<file path="config.mk">
export PLATFORM = sky130hd
export DESIGN_NAME = bcd_clock_core
export DESIGN_NICKNAME = d
export VERILOG_FILES = /design/src/rtl/bcd_clock_pkg.sv /design/src/rtl/bcd_phase_div.sv /design/src/rtl/bcd_hour_step.sv /design/src/rtl/bcd_month_len.sv /design/src/rtl/bcd_clock_core.sv
export SDC_FILE = /design/constraint.sdc
export NUM_CORES = 1
export LEC_CHECK = 0
export CAP_MARGIN = 20
export CORE_MARGIN = 2
export CORE_UTILIZATION = 40
export CTS_BUF_LIST = sky130_fd_sc_hd__clkbuf_8
export DETAILED_ROUTE_END_ITERATION = 8
export GPL_TIMING_DRIVEN = 0
export PLACE_DENSITY = 0.55
export RECOVER_POWER = 25
export SYNTH_ARGS = -nofsm -noshare
export SYNTH_HDL_FRONTEND = slang
export SYNTH_SLANG_ARGS = --single-unit
</file>
<file path="constraint.sdc">
create_clock -name clk_i -period 3.3 [get_ports clk_i]
set_input_delay 0.66 -clock clk_i [delete_from_list [all_inputs] [get_ports clk_i]]
set_output_delay 0.66 -clock clk_i [all_outputs]
set_load 0.01 [all_outputs]
</file>
<file path="src/rtl/bcd_clock_pkg.sv">
package bcd_clock_pkg;
  localparam int NUM_TIME_REGS = 7;

  typedef enum logic [2:0] {
    ADR_SEC  = 3'd0,
    ADR_MIN  = 3'd1,
    ADR_HOUR = 3'd2,
    ADR_DOW  = 3'd3,
    ADR_DOM  = 3'd4,
    ADR_MON  = 3'd5,
    ADR_YEAR = 3'd6
  } time_adr_e;

  localparam int HOUR_MODE_BIT = 6;
  localparam int HOUR_PM_BIT   = 5;

  function automatic logic [7:0] bcd_inc(input logic [7:0] v);
    logic [7:0] r;
    if (v[3:0] >= 4'd9) r = {v[7:4] + 4'd1, 4'd0};
    else                r = {v[7:4], v[3:0] + 4'd1};
    return r;
  endfunction

  // 10 mod 4 == 2, so value mod 4 == (2*tens + ones) mod 4
  function automatic logic year_is_leap(input logic [7:0] y);
    logic [1:0] m;
    m = {y[4], 1'b0} + y[1:0];
    return (m == 2'd0);
  endfunction
endpackage

</file>
<file path="src/rtl/bcd_phase_div.sv">
module bcd_phase_div #(
  parameter int TICKS_PER_SEC = 2
) (
  input  logic clk_i,
  input  logic rst_ni,
  input  logic tick_i,
  input  logic halt_i,
  input  logic clr_i,
  output logic step_o,
  output logic pps_o,
  output logic first_half_o
);
  localparam int PW   = (TICKS_PER_SEC > 2) ? $clog2(TICKS_PER_SEC) : 1;
  localparam int LAST = TICKS_PER_SEC - 1;
  localparam int HALF = TICKS_PER_SEC / 2;

  logic [PW-1:0] phase_q;
  logic          adv;
  logic          pps_q;

  assign adv          = tick_i && !halt_i && !clr_i;
  assign step_o       = adv && (phase_q == PW'(LAST));
  assign first_half_o = (phase_q < PW'(HALF));
  assign pps_o        = pps_q;

  always_ff @(posedge clk_i or negedge rst_ni) begin
    if (!rst_ni) begin
      phase_q <= '0;
      pps_q   <= 1'b0;
    end else begin
      pps_q <= step_o;
      if (clr_i)         phase_q <= '0;
      else if (step_o)   phase_q <= '0;
      else if (adv)      phase_q <= phase_q + PW'(1);
    end
  end
endmodule

</file>
<file path="src/rtl/bcd_hour_step.sv">
module bcd_hour_step
  import bcd_clock_pkg::*;
(
  input  logic [7:0] hour_i,
  output logic [7:0] hour_o,
  output logic       day_carry_o
);
  logic [7:0] low;
  logic [7:0] low_inc;
  logic       pm;

  assign low     = {3'b000, hour_i[4:0]};
  assign low_inc = bcd_inc(low);
  assign pm      = hour_i[HOUR_PM_BIT];

  always_comb begin
    hour_o      = 8'h00;
    day_carry_o = 1'b0;
    if (!hour_i[HOUR_MODE_BIT]) begin
      if (hour_i == 8'h23) begin
        hour_o      = 8'h00;
        day_carry_o = 1'b1;
      end else begin
        hour_o = bcd_inc(hour_i);
      end
    end else if (low == 8'h11) begin
      hour_o      = {2'b01, ~pm, 5'h12};
      day_carry_o = pm;
    end else if (low == 8'h12) begin
      hour_o = {2'b01, pm, 5'h01};
    end else begin
      hour_o = {2'b01, pm, low_inc[4:0]};
    end
  end
endmodule

</file>
<file path="src/rtl/bcd_month_len.sv">
module bcd_month_len
  import bcd_clock_pkg::*;
(
  input  logic [7:0] mon_i,
  input  logic [7:0] year_i,
  output logic [7:0] last_day_o
);
  always_comb begin
    unique case (mon_i)
      8'h02:                      last_day_o = year_is_leap(year_i) ? 8'h29 : 8'h28;
      8'h04, 8'h06, 8'h09, 8'h11: last_day_o = 8'h30;
      default:                    last_day_o = 8'h31;
    endcase
  end
endmodule

</file>
<file path="src/rtl/bcd_clock_core.sv">
module bcd_clock_core
  import bcd_clock_pkg::*;
#(
  parameter int TICKS_PER_SEC = 2,
  parameter int ADDR_W        = 3
) (
  input  logic              clk_i,
  input  logic              rst_ni,
  input  logic              tick_i,
  input  logic              osc_halt_i,
  input  logic              sqw_en_i,
  input  logic              wr_en_i,
  input  logic [ADDR_W-1:0] addr_i,
  input  logic [7:0]        wdata_i,
  output logic [7:0]        rdata_o,
  output logic              pps_o,
  output logic              sqw_o
);
  logic [7:0] sec_q, min_q, hour_q, dow_q, dom_q, mon_q, year_q;
  logic [7:0] hour_nx, last_day;
  logic       hour_carry, step, first_half, wr_hit;
  logic       sec_wrap, min_wrap, dom_wrap, mon_wrap;
  logic       min_en, hour_en, day_en, mon_en, year_en;

  assign wr_hit = wr_en_i && (addr_i < ADDR_W'(NUM_TIME_REGS));

  bcd_phase_div #(.TICKS_PER_SEC(TICKS_PER_SEC)) u_phase (
    .clk_i       (clk_i),
    .rst_ni      (rst_ni),
    .tick_i      (tick_i),
    .halt_i      (osc_halt_i),
    .clr_i       (wr_hit),
    .step_o      (step),
    .pps_o       (pps_o),
    .first_half_o(first_half)
  );

  bcd_hour_step u_hour (
    .hour_i     (hour_q),
    .hour_o     (hour_nx),
    .day_carry_o(hour_carry)
  );

  bcd_month_len u_mlen (
    .mon_i     (mon_q),
    .year_i    (year_q),
    .last_day_o(last_day)
  );

  assign sec_wrap = (sec_q == 8'h59);
  assign min_wrap = (min_q == 8'h59);
  assign dom_wrap = (dom_q == last_day);
  assign mon_wrap = (mon_q == 8'h12);
  assign min_en   = step && sec_wrap;
  assign hour_en  = min_en && min_wrap;
  assign day_en   = hour_en && hour_carry;
  assign mon_en   = day_en && dom_wrap;
  assign year_en  = mon_en && mon_wrap;

  assign sqw_o = sqw_en_i && first_half;

  always_ff @(posedge clk_i or negedge rst_ni) begin
    if (!rst_ni) begin
      sec_q  <= 8'h00;
      min_q  <= 8'h00;
      hour_q <= 8'h00;
      dow_q  <= 8'h01;
      dom_q  <= 8'h01;
      mon_q  <= 8'h01;
      year_q <= 8'h00;
    end else if (wr_hit) begin
      unique case (addr_i[2:0])
        ADR_SEC:  sec_q  <= wdata_i;
        ADR_MIN:  min_q  <= wdata_i;
        ADR_HOUR: hour_q <= wdata_i;
        ADR_DOW:  dow_q  <= wdata_i;
        ADR_DOM:  dom_q  <= wdata_i;
        ADR_MON:  mon_q  <= wdata_i;
        default:  year_q <= wdata_i;
      endcase
    end else begin
      if (step)    sec_q  <= sec_wrap ? 8'h00 : bcd_inc(sec_q);
      if (min_en)  min_q  <= min_wrap ? 8'h00 : bcd_inc(min_q);
      if (hour_en) hour_q <= hour_nx;
      if (day_en) begin
        dow_q <= (dow_q >= 8'h07) ? 8'h01 : dow_q + 8'h01;
        dom_q <= dom_wrap ? 8'h01 : bcd_inc(dom_q);
      end
      if (mon_en)  mon_q  <= mon_wrap ? 8'h01 : bcd_inc(mon_q);
      if (year_en) year_q <= (year_q == 8'h99) ? 8'h00 : bcd_inc(year_q);
    end
  end

  always_comb begin
    rdata_o = 8'h00;
    if (addr_i < ADDR_W'(NUM_TIME_REGS)) begin
      unique case (addr_i[2:0])
        ADR_SEC:  rdata_o = sec_q;
        ADR_MIN:  rdata_o = min_q;
        ADR_HOUR: rdata_o = hour_q;
        ADR_DOW:  rdata_o = dow_q;
        ADR_DOM:  rdata_o = dom_q;
        ADR_MON:  rdata_o = mon_q;
        default:  rdata_o = year_q;
      endcase
    end
  end
endmodule

</file>
==> results of run 1 <==
-- repair_timing --
item / CTS / global route
hold endpoints to repair: 0 / 0
setup endpoints to repair: 8 / 2
gates resized for setup: 30 / 3
pin swaps: 1 / 1
-- critical path, delay by kind of cell --
family          cells  cell delay [ns]
buf+inv             5             1.23
simple gates        2             0.22
compound gates      3             0.45
-- metrics by stage --
stage | cell area, sq um | TNS (ns) | hold slack, ns
after CTS | 5250 | 0 | 0.402
after detailed placement | 5000 | -9.39 | 0.505
after global placement | 5000 | -39.02 | 0.501
after global routing | 5250 | 0 | 0.544
final | 5250 | 0 | 0.516
after floorplan | 4570 | 0 | 0.364
-- sequential cells by signal (all words and copies together), names as in the netlist --
name,cells
year_q,8
min_q,8
dom_q,8
hour_q,8
mon_q,8
sec_q,8
u_phase.pps_o,1
u_phase.phase_q,1
dow_q,8
-- how the worst max path moves through the flow --
stage          cells after the start          to
6_report                          10  rdata_o[4]
5_1_grt                           10  rdata_o[4]
4_1_cts                            8  rdata_o[3]
3_5_place_dp                       9  rdata_o[6]
3_3_place_gp                       9  rdata_o[6]
2_1_floorplan                      7  rdata_o[4]
-- routing by layer --
metal	up-vias	share of wire, %	GRT usage, %
li1	2088	-	-
met1	2105	45	33.4
met2	136	47	40.2
met3	32	5.2	3.39
met4	0	3.4	12.5
met5	-	0	0
-- synth_stat cells (3+ instances only) --
library cell	count
nand4_1	3
a22o_1	9
o31ai_1	11
nor4_1	4
a221o_1	4
nor2_1	44
o221ai_1	8
or3_1	6
ha_1	33
inv_1	34
o21a_1	5
mux2_2	6
o211ai_1	6
and2_1	5
dfstp_2	3
dfrtp_1	55
o31a_1	7
and3_1	8
nor3_1	4
nand2b_1	8
a21oi_1	30
a21boi_0	5
nor3b_1	3
nand3_1	25
a221oi_1	3
nor2b_1	6
o22ai_1	3
nand2_1	59
o21ai_0	53
clkbuf_1	14
nand3b_1	6
o2bb2ai_1	4
mux2i_1	10
a31oi_1	12
a22oi_1	6
-- report_power, final --
group          total, mW  internal (mW)  switching [mW]
clock              0.661          0.348           0.313
sequential          1.33          0.944           0.387
combinational       1.31          0.568           0.738
total               3.30           1.86            1.44
-- area by class of cell --
cell class | instances | area share (%)
multi-input combinational | 433 | 55.8
inverter | 34 | 2.43
buffer | 18 | 2.50
sequential | 58 | 27.7
tap | 143 | 3.41
clock buffer | 13 | 3.41
clock inverter | 2 | 0.191
timing repair buffer | 25 | 4.58
-- logic make-up after synthesis --
kind of cell,synth area share [%]
adders and majority gates,9.03
AOI/OAI and AO/OA,26.9
DFF,31.8
buffers and inverters,4.46
and+or+nand+nor,22.9
xor gates and xnor gates,0.575
muxes,4.40
-- cell usage in the layout, fill, tap and decap left out, drive strengths merged, types with 8 or more instances in the layout --
cell and count:
a31oi 12, nand2b 8, clkbuf 27, o21ai 57
nand2 59, dfrtp 55, o221ai 8, a22o 9
a21oi 31, and3 9, dlygate4sd2 8, nand3 25
nor2 44, inv 34, clkdlybuf4s50 14, o31ai 11
ha 33, mux2i 10
==> metrics.cfg, run 1 <==
[status]
status=complete, but fails checks
violations=capacitance limit, slew limit

[logic_synthesis]
synth_seq_area_share_pct=31.8
synth-main-ff-cell=dfrtp_1
synth.largest_area_cell=dfrtp_1
ys_warn_count=0
avgSynthCellArea_sq_um=8.42
synth_top_cell_area_share_pct=30.1
synth.area.top_cells=dfrtp_1, ha_1, o21ai_0, nand2_1, nor2_1
syn_inst=543
ys_seq_elements=58
synth.distinct_cells=67
syn_nets=593
async_flop_share_pct=100
synth_area_sq_mm=0.00457
synth_edf_count=0

[route]
viasPerCell=6.01
drtIter0Drc=332
drcViolationCount=0
vias=4361
ant_nets=0
firstDrtPassIters=5
wl_per_cell_microns=20.7
drt-total-wl_microns=15000

[global_route]
grt_pass1_vias=4224
antenna_found_initial=0
track_usage_pct=25.1
grt_max_degree=59
grt_pass1_wl_microns=23700
overflow=0

[critical_path]
worstSetupPathType=input pin to primary output
crit_fanout=10
crit_required_ns=2.64
r2r_end=year_q[6]
arrival_ns=2.57
setup.worst_path.start=addr_i[2]
reg2reg_depth=9
r2r-start=min_q[1]
critPathSlowestCell=clkdlybuf4s50_1
startpoint_type=input pin
critPathMaxStageDelay_ns=0.53
crit_chain=clkdlybuf4s50_1 -> buf_8 -> inv_1 -> clkbuf_4 -> a221o_1 -> nand2_1 -> a21oi_1 -> nor2_1 -> o21ai_0 -> dlygate4sd2_1
endpoint_kind=primary output
ff2ff_setup_slack_ns=0.41

[final_layout]
antenna_cells=0
utilization_pct=46.6
area_growth_pct=14.8
instances_no_fill=726
seqCellArea_sq_mm=0.00146
multi_input_area_sq_mm=0.00293
nets=629
drive_gt1_share_pct=8.75
nFillCells=1132

[die]
die-area_sq_mm=0.0123
die_w_microns=111
die_h_microns=111
core-area_sq_mm=0.0113
initial_core_util_pct=40.6
pin_count=27
rows=39

[placement]
port_buffers=25
placedCellCount=711
place_hpwl_microns=10900
gp_congestion=0.930
pre_cts_slack_ns=-0.946

[sta]
grt_setup_unrepaired=false
fin_ws_ns=0.0719
min_period_over_period_pct=97.8
fmax_mhz=310
slew_viol_final=59
timing.final.crit_period_ns=3.23
slew_headroom_pct=-2.28
fin_skew_ns=0.00941
setup_viol=0
worst_slew_pin_slew_ns=1.53
hold_viol=0

[clocking]
numCtsBuffers=9
postCtsSetupBuffers=0
tritoncts=built
numClockSinks=58
cts_root_buffer=clkbuf_8
htreeDepth=3
cts_buffer_depth=2
cts_hold_buf=0
clk_latency_ns=0.38
path_clk_slew_ns=0.06

[worst_hold_path]
holdCritPathClass=flop to flop
whs_endpoint=dow_q[7]
hp-start=dow_q[7]
hold_depth=2

[power]
p_per_area_mw_per_mm2=628
vdd_drop_max_mv=0.357
power_leakage_nw=2.25
p_total_mw=3.30

[run]
max_cap_viol_count=1

Note: power is estimated with default switching activity, not from simulation.
==> run 2, diff against run 1 <==
CTS_CLUSTER_SIZE = 25   (was not set)
GPL_ROUTABILITY_DRIVEN = 0   (was not set)
==> results of run 2 <==
The final DEF is identical to that of run 1; final timing and power are the same.
==> run 3, diff against run 2 <==
HOLD_SLACK_MARGIN = 0.1   (was not set)
RECOVER_POWER = not set   (was 25)
==> metrics.cfg, run 3 (synthesis results as in run 1) <==
[critical_path]
worstSetupPathType=input pin to primary output
arrival_ns=2.57  ; about the same
crit_required_ns=2.64  ; about the same
reg2reg_depth=9  ; unchanged
crit_fanout=10  ; unchanged
startpoint_type=input pin
endpoint_kind=primary output

[route]
drt-total-wl_microns=15000  ; about the same
drcViolationCount=0  ; unchanged
drtIter0Drc=332  ; unchanged
viasPerCell=6.01  ; about the same
wl_per_cell_microns=20.7  ; about the same
ant_nets=0  ; unchanged
vias=4362  ; +0.023%
firstDrtPassIters=5  ; unchanged

[global_route]
grt_pass1_wl_microns=23700  ; unchanged
antenna_found_initial=0  ; unchanged
overflow=0  ; unchanged
grt_max_degree=59  ; unchanged
grt_pass1_vias=4224  ; unchanged
track_usage_pct=25.1  ; unchanged

[sta]
min_period_over_period_pct=98.0  ; +0.13 points
worst_slew_pin_slew_ns=0.779  ; -0.755 ns
setup_viol=0  ; unchanged
slew_headroom_pct=48.1  ; +50 points
timing.final.crit_period_ns=3.23  ; +0.00429 ns
timing.setup.tns_ns=0  ; unchanged
fin_skew_ns=0.00941  ; +0.0000000900 ns
whs_ns=0.372  ; -0.144 ns
fmax_mhz=309  ; -0.13%
hold_viol=0  ; unchanged
fin_ws_ns=0.0676  ; -0.00429 ns
slew_viol_final=0  ; -100%
grt_setup_unrepaired=false

[clocking]
cts_buffer_depth=2  ; unchanged
htreeDepth=3  ; unchanged
postCtsSetupBuffers=0  ; unchanged
tritoncts=built
cts_hold_buf=0  ; unchanged
numClockSinks=58  ; unchanged
clk_latency_ns=0.38  ; about the same
path_clk_slew_ns=0.06  ; about the same
numCtsBuffers=9  ; unchanged
cts_root_buffer=clkbuf_8

[final_layout]
area_growth_pct=14.8  ; about the same
antenna_cells=0  ; unchanged
utilization_pct=46.6  ; about the same
nets=629  ; unchanged
final_cell_mix=nand2_1, dfrtp_1, o21ai_0
drive_gt1_share_pct=8.75  ; unchanged
final_common_cell=nand2_1
instances_no_fill=726  ; unchanged

[worst_hold_path]
holdCritPathClass=input pin to async pin

[power]
vdd_drop_max_mv=0.357  ; unchanged
power_leakage_nw=2.25  ; about the same
p_per_area_mw_per_mm2=628  ; about the same

[die]
die_h_microns=111  ; unchanged
die_w_microns=111  ; unchanged
die-area_sq_mm=0.0123  ; unchanged
core-area_sq_mm=0.0113  ; unchanged
initial_core_util_pct=40.6  ; unchanged
rows=39  ; unchanged
pin_count=27  ; unchanged

[run]
max_cap_viol_count=0  ; -1

[placement]
placedCellCount=711  ; unchanged
pre_cts_slack_ns=-0.946  ; unchanged
place_hpwl_microns=10900  ; unchanged
port_buffers=25  ; unchanged

[status]
status=completed

-- run 3: cell count changes in the layout (fill, tap and decap cells not counted) --
cell	before	now
buf_4	0	1
clkbuf_2	2	1
-- run 3: final timing paths --
| check | startpoint | endpoint | slack, ns |
|---|---|---|---|
| max in group asynchronous | rst_ni | hour_q[2] | 2.42 |
| min reg2reg | dow_q[7] | dow_q[7] | 0.52 |
| max | addr_i[2] | rdata_o[4] | 0.07 |
| min | rst_ni | mon_q[3] | 0.37 |
| max reg2reg | min_q[1] | year_q[6] | 0.41 |
| min in group clk_i | dow_q[7] | dow_q[7] | 0.52 |
-- run 3: power breakdown --
group | switching, mW | internal [mW]
logic | 0.738 | 0.569
registers | 0.387 | 0.944
clock network | 0.313 | 0.348
-- run 3: metal layers --
metal  wire (microns)  global-route usage, %
met2             7010                   40.2
met1             6720                   33.4
met5                0                      0
met4              516                   12.5
met3              775                   3.39
-- run 3: cell type report --
cell class                      instances  area (sq um)
Fill cell                            1132          6020
Multi-Input combinational cell        433          2930
Buffer                                 18           131
Sequential cell                        58          1460
Inverter                               34           128
Timing Repair Buffer                   25           243
Tap cell                              143           179
Clock buffer                           13           179
Clock inverter                          2          10.0
-- run 3: per-stage QoR --
stage	area, sq um	total power, mW
finish	5250	3.30
global route	5250	3.56
CTS	5250	3.31
detailed placement	5000	2.64
global placement	5000	2.61
floorplan	4570	2.16
-- run 3: worst max-delay path: stages --
cell and delay [ns]:
clkdlybuf4s50_1 0.53, buf_8 0.15, inv_1 0.07, clkbuf_4 0.19
a221o_1 0.27, nand2_1 0.12, a21oi_1 0.08, nor2_1 0.10
o21ai_0 0.10, dlygate4sd2_1 0.29
-- run 3: what timing repair did --
item / 4_1_cts / 5_1_grt
resized for setup: 30 / 3
pin swaps: 1 / 1
endpoints found under the setup margin: 8 / 2
gates cloned: 0 / 0
endpoints found under the hold margin: 0 / 0
